$ cat src/rtl/pcu_pkg.sv
package pcu_pkg;

  // Divider select codes held in bits 1:0 of the control register
  typedef enum logic [1:0] {
    SEL_SLOW  = 2'b00,
    SEL_MED   = 2'b01,
    SEL_QUICK = 2'b10,
    SEL_FAST  = 2'b11
  } div_sel_e;

  // Control register layout; bit order is visible to software
  typedef struct packed {
    logic       stop;
    logic       halt;
    logic [1:0] sel;
  } ccr_t;

endpackage

$ cat src/rtl/ccr_core.sv
module ccr_core
  import pcu_pkg::*;
(
  input  logic       clk,
  input  logic       rst_n,
  input  logic       wr_en,
  input  logic [3:0] wr_data,
  input  logic       stop_req,
  input  logic       halt_req,
  input  logic       wake,
  output ccr_t       ccr
);

  logic wr_legal;
  logic idle;

  assign wr_legal = wr_en && (wr_data[3:2] == 2'b00);
  assign idle     = !ccr.stop && !ccr.halt;

  always_ff @(posedge clk or negedge rst_n) begin
    if (!rst_n) begin
      ccr <= '0;
    end else begin
      if (wr_legal) ccr.sel <= wr_data[1:0];
      if (wake) begin
        ccr.stop <= 1'b0;
        ccr.halt <= 1'b0;
      end else if (idle) begin
        if (stop_req)      ccr.stop <= 1'b1;
        else if (halt_req) ccr.halt <= 1'b1;
      end
    end
  end

  AST_WAKE_CLEARS: assert property (@(posedge clk) disable iff (!rst_n)
    wake |=> (!ccr.stop && !ccr.halt));

  AST_STOP_PRIORITY: assert property (@(posedge clk) disable iff (!rst_n)
    (stop_req && halt_req && !wake && idle) |=> (ccr.stop && !ccr.halt));

  AST_BAD_WRITE_IGNORED: assert property (@(posedge clk) disable iff (!rst_n)
    (wr_en && wr_data[3:2] != 2'b00) |=> (ccr.sel == $past(ccr.sel)));

  AST_SINGLE_STANDBY: assert property (@(posedge clk) disable iff (!rst_n)
    !(ccr.stop && ccr.halt));

endmodule

$ cat src/rtl/cyc_div.sv
module cyc_div
  import pcu_pkg::*;
#(
  parameter int FAST_LOG = 2,
  parameter int SLOW_LOG = 6
) (
  input  logic       clk,
  input  logic       rst_n,
  input  logic       freeze,
  input  logic [1:0] sel,
  output logic       tick
);

  localparam int CW = SLOW_LOG;

  logic [CW-1:0] cnt;

  function automatic logic [CW-1:0] reload_of(input logic [1:0] s);
    case (div_sel_e'(s))
      SEL_FAST:  return CW'((1 << FAST_LOG) - 1);
      SEL_QUICK: return CW'((1 << (FAST_LOG + 1)) - 1);
      SEL_MED:   return CW'((1 << (FAST_LOG + 2)) - 1);
      default:   return CW'((1 << SLOW_LOG) - 1);
    endcase
  endfunction

  always_ff @(posedge clk or negedge rst_n) begin
    if (!rst_n)          cnt <= '0;
    else if (!freeze) begin
      if (cnt == '0)     cnt <= reload_of(sel);
      else               cnt <= cnt - 1'b1;
    end
  end

  assign tick = (cnt == '0);

  AST_NO_EARLY_RELOAD: assert property (@(posedge clk) disable iff (!rst_n)
    (!freeze && cnt != '0) |=> (cnt == $past(cnt) - 1'b1));

  AST_CPU_DIV_FROZEN: assert property (@(posedge clk) disable iff (!rst_n)
    freeze |=> $stable(cnt));

endmodule

$ cat src/rtl/per_div.sv
module per_div #(
  parameter int PER_LOG = 2
) (
  input  logic clk,
  input  logic rst_n,
  input  logic freeze,
  output logic tick
);

  logic [PER_LOG-1:0] cnt;

  always_ff @(posedge clk or negedge rst_n) begin
    if (!rst_n)       cnt <= '0;
    else if (!freeze) cnt <= cnt - 1'b1;
  end

  assign tick = (cnt == '0);

  AST_PER_DIV_FROZEN: assert property (@(posedge clk) disable iff (!rst_n)
    freeze |=> $stable(cnt));

endmodule

$ cat src/rtl/clk_ctrl_unit.sv
module clk_ctrl_unit
  import pcu_pkg::*;
#(
  parameter int FAST_LOG = 2,
  parameter int SLOW_LOG = 6,
  parameter int PER_LOG  = 2
) (
  input  logic       clk,
  input  logic       rst_n,
  input  logic       wr_en,
  input  logic [3:0] wr_data,
  input  logic       stop_req,
  input  logic       halt_req,
  input  logic       wake,
  output logic       cpu_ce,
  output logic       per_ce,
  output logic [3:0] reg_rd,
  output logic       stop_flag,
  output logic       halt_flag
);

  ccr_t ccr;
  logic cpu_tick;
  logic per_tick;

  ccr_core u_ccr (
    .clk      (clk),
    .rst_n    (rst_n),
    .wr_en    (wr_en),
    .wr_data  (wr_data),
    .stop_req (stop_req),
    .halt_req (halt_req),
    .wake     (wake),
    .ccr      (ccr)
  );

  cyc_div #(.FAST_LOG(FAST_LOG), .SLOW_LOG(SLOW_LOG)) u_cyc (
    .clk    (clk),
    .rst_n  (rst_n),
    .freeze (ccr.stop),
    .sel    (ccr.sel),
    .tick   (cpu_tick)
  );

  per_div #(.PER_LOG(PER_LOG)) u_per (
    .clk    (clk),
    .rst_n  (rst_n),
    .freeze (ccr.stop),
    .tick   (per_tick)
  );

  assign cpu_ce    = cpu_tick && !ccr.stop && !ccr.halt;
  assign per_ce    = per_tick && !ccr.stop;
  assign reg_rd    = ccr;
  assign stop_flag = ccr.stop;
  assign halt_flag = ccr.halt;

endmodule

$ cat config.mk
export PLATFORM = sky130hd
export DESIGN_NAME = clk_ctrl_unit
export DESIGN_NICKNAME = d
export VERILOG_FILES = /design/src/rtl/pcu_pkg.sv /design/src/rtl/ccr_core.sv /design/src/rtl/cyc_div.sv /design/src/rtl/per_div.sv /design/src/rtl/clk_ctrl_unit.sv
export SDC_FILE = /design/constraint.sdc
export NUM_CORES = 1
export LEC_CHECK = 0
export ABC_AREA = 1
export BUFFER_PORTS_ARGS = -buffer_cell sky130_fd_sc_hd__buf_2
export CAP_MARGIN = 10
export CELL_PAD_IN_SITES_DETAIL_PLACEMENT = 1
export CELL_PAD_IN_SITES_GLOBAL_PLACEMENT = 1
export CORE_ASPECT_RATIO = 0.9
export CORE_UTILIZATION = 41
export CTS_BUF_LIST = sky130_fd_sc_hd__clkbuf_8
export CTS_CLUSTER_DIAMETER = 200
export DETAILED_ROUTE_END_ITERATION = 8
export PLACE_DENSITY = 0.82
export SLEW_MARGIN = 25
export SYNTH_ARGS = -nofsm -noshare
export SYNTH_HDL_FRONTEND = slang
export SYNTH_HIERARCHICAL = 1
export SYNTH_SLANG_ARGS = --single-unit
$ cat constraint.sdc
create_clock -name clk -period 2 [get_ports clk]
set_input_delay 0.4 -clock clk [delete_from_list [all_inputs] [get_ports clk]]
set_output_delay 0.4 -clock clk [all_outputs]
set_load 0.02 [all_outputs]
Yosys cells after proc, flatten, opt, wreduce, memory -nomap -nowiden
Index checks and enable logic that the tools add are counted.
{"block": "word_totals", "register_bits": 12, "out_inout_bits": 8, "in_bits": 10}
{"block": "op_classes", "add_sub_neg": 2, "reduce_logical": 15, "mux": 7, "eq_ne": 4}
{"cell": "$pmux W6 S3", "count": 1}
{"cell": "$logic_not A6 Y1", "count": 1}
{"cell": "$mux W6", "count": 1}
{"cell": "$reduce_bool A2 Y1", "count": 3}
{"cell": "$sub A6 B1 Y6 const B", "count": 1}
{"cell": "$logic_and A1 B1 Y1", "count": 5}
{"cell": "$eq A2 B2 Y1 const B", "count": 2}
{"cell": "$logic_not A2 Y1", "count": 2}
{"cell": "$mux W2", "count": 2}
{"cell": "$mux W1", "count": 3}
{"cell": "$reduce_and A3 Y1", "count": 1}
{"cell": "$eq A2 B1 Y1 const B", "count": 1}
{"cell": "$logic_not A1 Y1", "count": 2}
{"cell": "$ne A2 B1 Y1 const B", "count": 1}
{"cell": "$reduce_and A2 Y1", "count": 1}
{"cell": "$sub A2 B1 Y2 const B", "count": 1}

Longest topological paths before layout
{"block": "depth", "ltp_word": 4, "depth_mapped": 8, "depth_no_buf": 8}

By module
Netlist, hierarchy kept.
{"mod": "cyc_div", "n_inst": 1, "seq_area_each_um2": 150.1, "cells_per_inst": 56, "area_per_inst_um2": 415.4}
{"mod": "ccr_core", "n_inst": 1, "seq_area_each_um2": 100.1, "cells_per_inst": 19, "area_per_inst_um2": 171.4}
{"mod": "per_div", "n_inst": 1, "seq_area_each_um2": 50.0, "cells_per_inst": 11, "area_per_inst_um2": 93.8}
{"mod": "clk_ctrl_unit", "n_inst": 1, "seq_area_each_um2": 0.0, "cells_per_inst": 7, "area_per_inst_um2": 36.3}

Least setup slack after synthesis
No wires, ideal clock.
{"block": "synth_timing", "path_kind": "register -> output", "start": "register u_cyc.cnt[0]", "end": "output port cpu_ce", "path_stages_with_launch": 7, "setup_slack_ns": 0.499, "arrival_ns": 1.101, "required_time_ns": 1.600, "path_cell_list": "dfrtp_1 inv_1 ha_1 nand3_4 inv_2 nand2_1 nor2_2"}
{"block": "synth_between", "elab_chain_cells": 3}
{"element": "start: declaration", "line_no": "cyc_div.sv:16", "text": "logic [CW-1:0] cnt;"}
{"element": "start signal: assignment", "line_no": "cyc_div.sv:30", "text": "if (cnt == '0) cnt <= reload_of(sel);"}
{"element": "start signal: assignment", "line_no": "cyc_div.sv:31", "text": "else cnt <= cnt - 1'b1;"}
{"element": "$logic_not A6 Y1", "line_no": "cyc_div.sv:35", "text": "assign tick = (cnt == '0);"}
{"element": "via cpu_tick", "line_no": "clk_ctrl_unit.sv:23", "text": "logic cpu_tick;"}
{"element": "$logic_and A1 B1 Y1 (2 in a row)", "line_no": "clk_ctrl_unit.sv:52", "text": "assign cpu_ce = cpu_tick && !ccr.stop && !ccr.halt;"}
{"element": "end: declaration", "line_no": "clk_ctrl_unit.sv:15", "text": "output logic cpu_ce,"}
The timed path passes the listed nets, and every way through them passes these cells.

Worst setup path in the final report
Same ends and word-level chain as after synthesis.

==> results by group <==
Pwr
  – Total power: 1.04 mW
  – Peak supply drop: ~0.56 mV
  – Power density over the cells: 1220 nW/um^2
  – Leak: 0.462 nW

Timing
  – Setup TNS Final: 0 ns
  – Final slew viol count: 0
  – Final hold vios: 0
  – Tightest Pin Transition: 0.450 ns
  – Skew final: roughly 0.0044 ns
  – Fin crit share: 93.8%
  – Unrepaired setup endpoints after global routing: false
  – Hold slack: 0.0370 ns
  – F_max: approximately 530 MHz
  – Slew headroom: between 60% and 70%
  – Minimum clock period after layout: around 1.9 ns
  – Setup Viol. Count Final: 0

Clock network
  – Hold-fix buffers, CTS: 0
  – Cts bufs inserted: 3
  – Clock Sinks: 12
  – Reg clk slew, reported paths: ~0.050 ns
  – CTS tree: done
  – Post-cts sizing count: 0
  – H-tree levels: 1
  – Post-CTS Repair Setup Buffers: 0
  – Clock Path Buffers: 2
  – Clk root buf: clkbuf_8
  – Worst skew pair latency: 0.24 ns

Synth
  – Netlist Area Pre-Place: between 700 and 800 sq um
  – Post-synth top area cell: dfrtp_1
  – Post-Synthesis Net Count: 106
  – Post-synth top area share: 41.9%
  – Top_reg_cell synth: dfrtp_1
  – Total of warnings raised by yosys: 6
  – Top cells by count, synth: 21 x nand2_1, 15 x inv_1, 13 x nor2_1, 12 x dfrtp_1, 6 x o21ai_0
  – Count leader, synth: nand2_1
  – Seq cells post-synth: 12
  – Sequential share of the synthesized area: a little over two fifths
  – Post-synth cell types: 20
  – Top cells by area, synth: dfrtp_1 42%, nand2_1 11%, inv_1 7.9%, nor2_1 6.8%, ha_1 5.2%
  – Syn Area/Cell: roughly 7.7 sq um
  – FFs w/ async S/R, synth: 100%
  – Cell count after synthesis: 93
  – EDFF count, synth: 0

Detailed routing
  – Per-cell routed wire length: between 10 and 15 um
  – Final WL: 1620 um
  – Initial DRC count: 6
  – DR vias: 649
  – DRT Pass-1 Iters: 2
  – Post-route ant nets: 0
  – Vias per Instance: approximately 4.9
  – Drc violations: 0

Placement
  – Placed insts: 130
  – RD Place Congestion: roughly 0.8
  – Hpwl dp: roughly 1200 um
  – Buffers on Ports: 17

Global route
  – Grt total ovfl: 0
  – Largest net degree at the start of global routing: 16
  – GRT Util Overall: 20.7%
  – Vias in the first global route: ~670
  – Initial antenna violation count: 0
  – First-pass GRT wire length: around 2800 um

Critical path
  – Crit path DAT: 1.48 ns
  – Startpoint types: flop
  – Worst Path Class, Setup: flop to primary output
  – Required time worst endpoint: ~1.6 ns
  – Largest fanout on the critical path: 7
  – CP endpoint kind: primary output

Cells and area
  – Area Growth Syn to Fin: 19.4%
  – Utilization after layout: between 50% and 60%
  – Layout Nets: 126
  – Post-route insts no fill: between 100 and 150
  – ANT cells: 0
  – Share of layout cells above drive strength 1: between 20 and 30%

Flow run
  – Total of max-cap violations: 0

Hold path
  – Hold Path Class: input port to async pin

Die
  – I/O pin cnt: 18
  – Die Ht: approximately 42 um
  – Core area: roughly 1500 sq um
  – Die X-Extent: between 40 and 50 um
  – Die area: just under 2000 sq um
  – Initial Util: ~46%
  – Row count: 13

Outcome
  – Status: finished clean
kinds of logic after synthesis:
| group | count (synthesis) | synth area share [%] |
|---|---|---|
| buf+inv | 18 | 10.5 |
| xor+xnor | 1 | 1.22 |
| compound gates | 12 | 10.3 |
| fa+ha+maj | 3 | 5.24 |
| flops | 12 | 41.9 |
| simple gates | 47 | 30.9 |
metrics by stage:
| step | setup WS, ns | area [sq um] |
|---|---|---|
| 5_1_grt | 0.00379 | 856 |
| 2_1_floorplan | 0.499 | 717 |
| 6_report | 0.124 | 856 |
| 4_1_cts | 0.116 | 856 |
| 3_3_place_gp | 0.422 | 815 |
| 3_5_place_dp | 0.380 | 815 |
power by group:
part	internal (mW)	switching, mW	total, mW	leakage (nW)
Clock	0.132	0.0813	0.213	0.0216
Sequential	0.326	0.0891	0.415	0.143
Combinational	0.157	0.256	0.413	0.297
Total	0.615	0.427	1.04	0.462
placed cells by master, fill, tap and decap left out, types with 2 or more instances in the layout:
cell and instances:
a21oi_1 2, a21oi_2 2, buf_2 17, clkbuf_8 3
dfrtp_1 12, ha_1 3, inv_1 15, nand2_1 21
nand3_1 2, nand4_1 3, nor2_1 13, nor2_2 4
o21ai_0 6
area by class of cell:
cell class                      instances  area (sq um)
Inverter                               16          60.1
Fill cell                             212           689
Multi-Input combinational cell         63           342
Clock buffer                            3          41.3
Tap cell                               22          27.5
Timing Repair Buffer                   17          85.1
Sequential cell                        12           300
critical path, cell delays in order, from the launching register on:
cell and delay [ns]:
dfrtp_1 0.35, inv_1 0.16, ha_1 0.23, nand3_4 0.12, inv_2 0.09, nand2_1 0.06
nor2_2 0.07, buf_2 0.16
sequential cells by signal, indices dropped and copies added (netlist names):
name       count
u_ccr/ccr      4
u_cyc/cnt      6
u_per/cnt      2
worst paths after layout:
kind                         startpoint  cells past startpoint            to  slack, ns
max in group asynchronous         rst_n                      1  u_per/cnt[1]       1.74
min                               rst_n                      1  u_ccr/ccr[0]       0.04
max                        u_cyc/cnt[0]                      7        cpu_ce       0.12
min reg2reg                u_per/cnt[0]                      2  u_per/cnt[0]       0.48
min in group clk                   wake                      2  u_ccr/ccr[2]       0.33
max reg2reg                u_cyc/cnt[0]                      7  u_cyc/cnt[2]       0.70
layer usage:
metal,share of wire [%],up-vias,track usage [%]
met5,0,-,0
met4,2.0,0,7.65
met3,3.4,4,5.22
met2,48,17,35.2
met1,46,304,24.2
li1,-,324,-
Note: power is estimated with default switching activity, not from simulation.
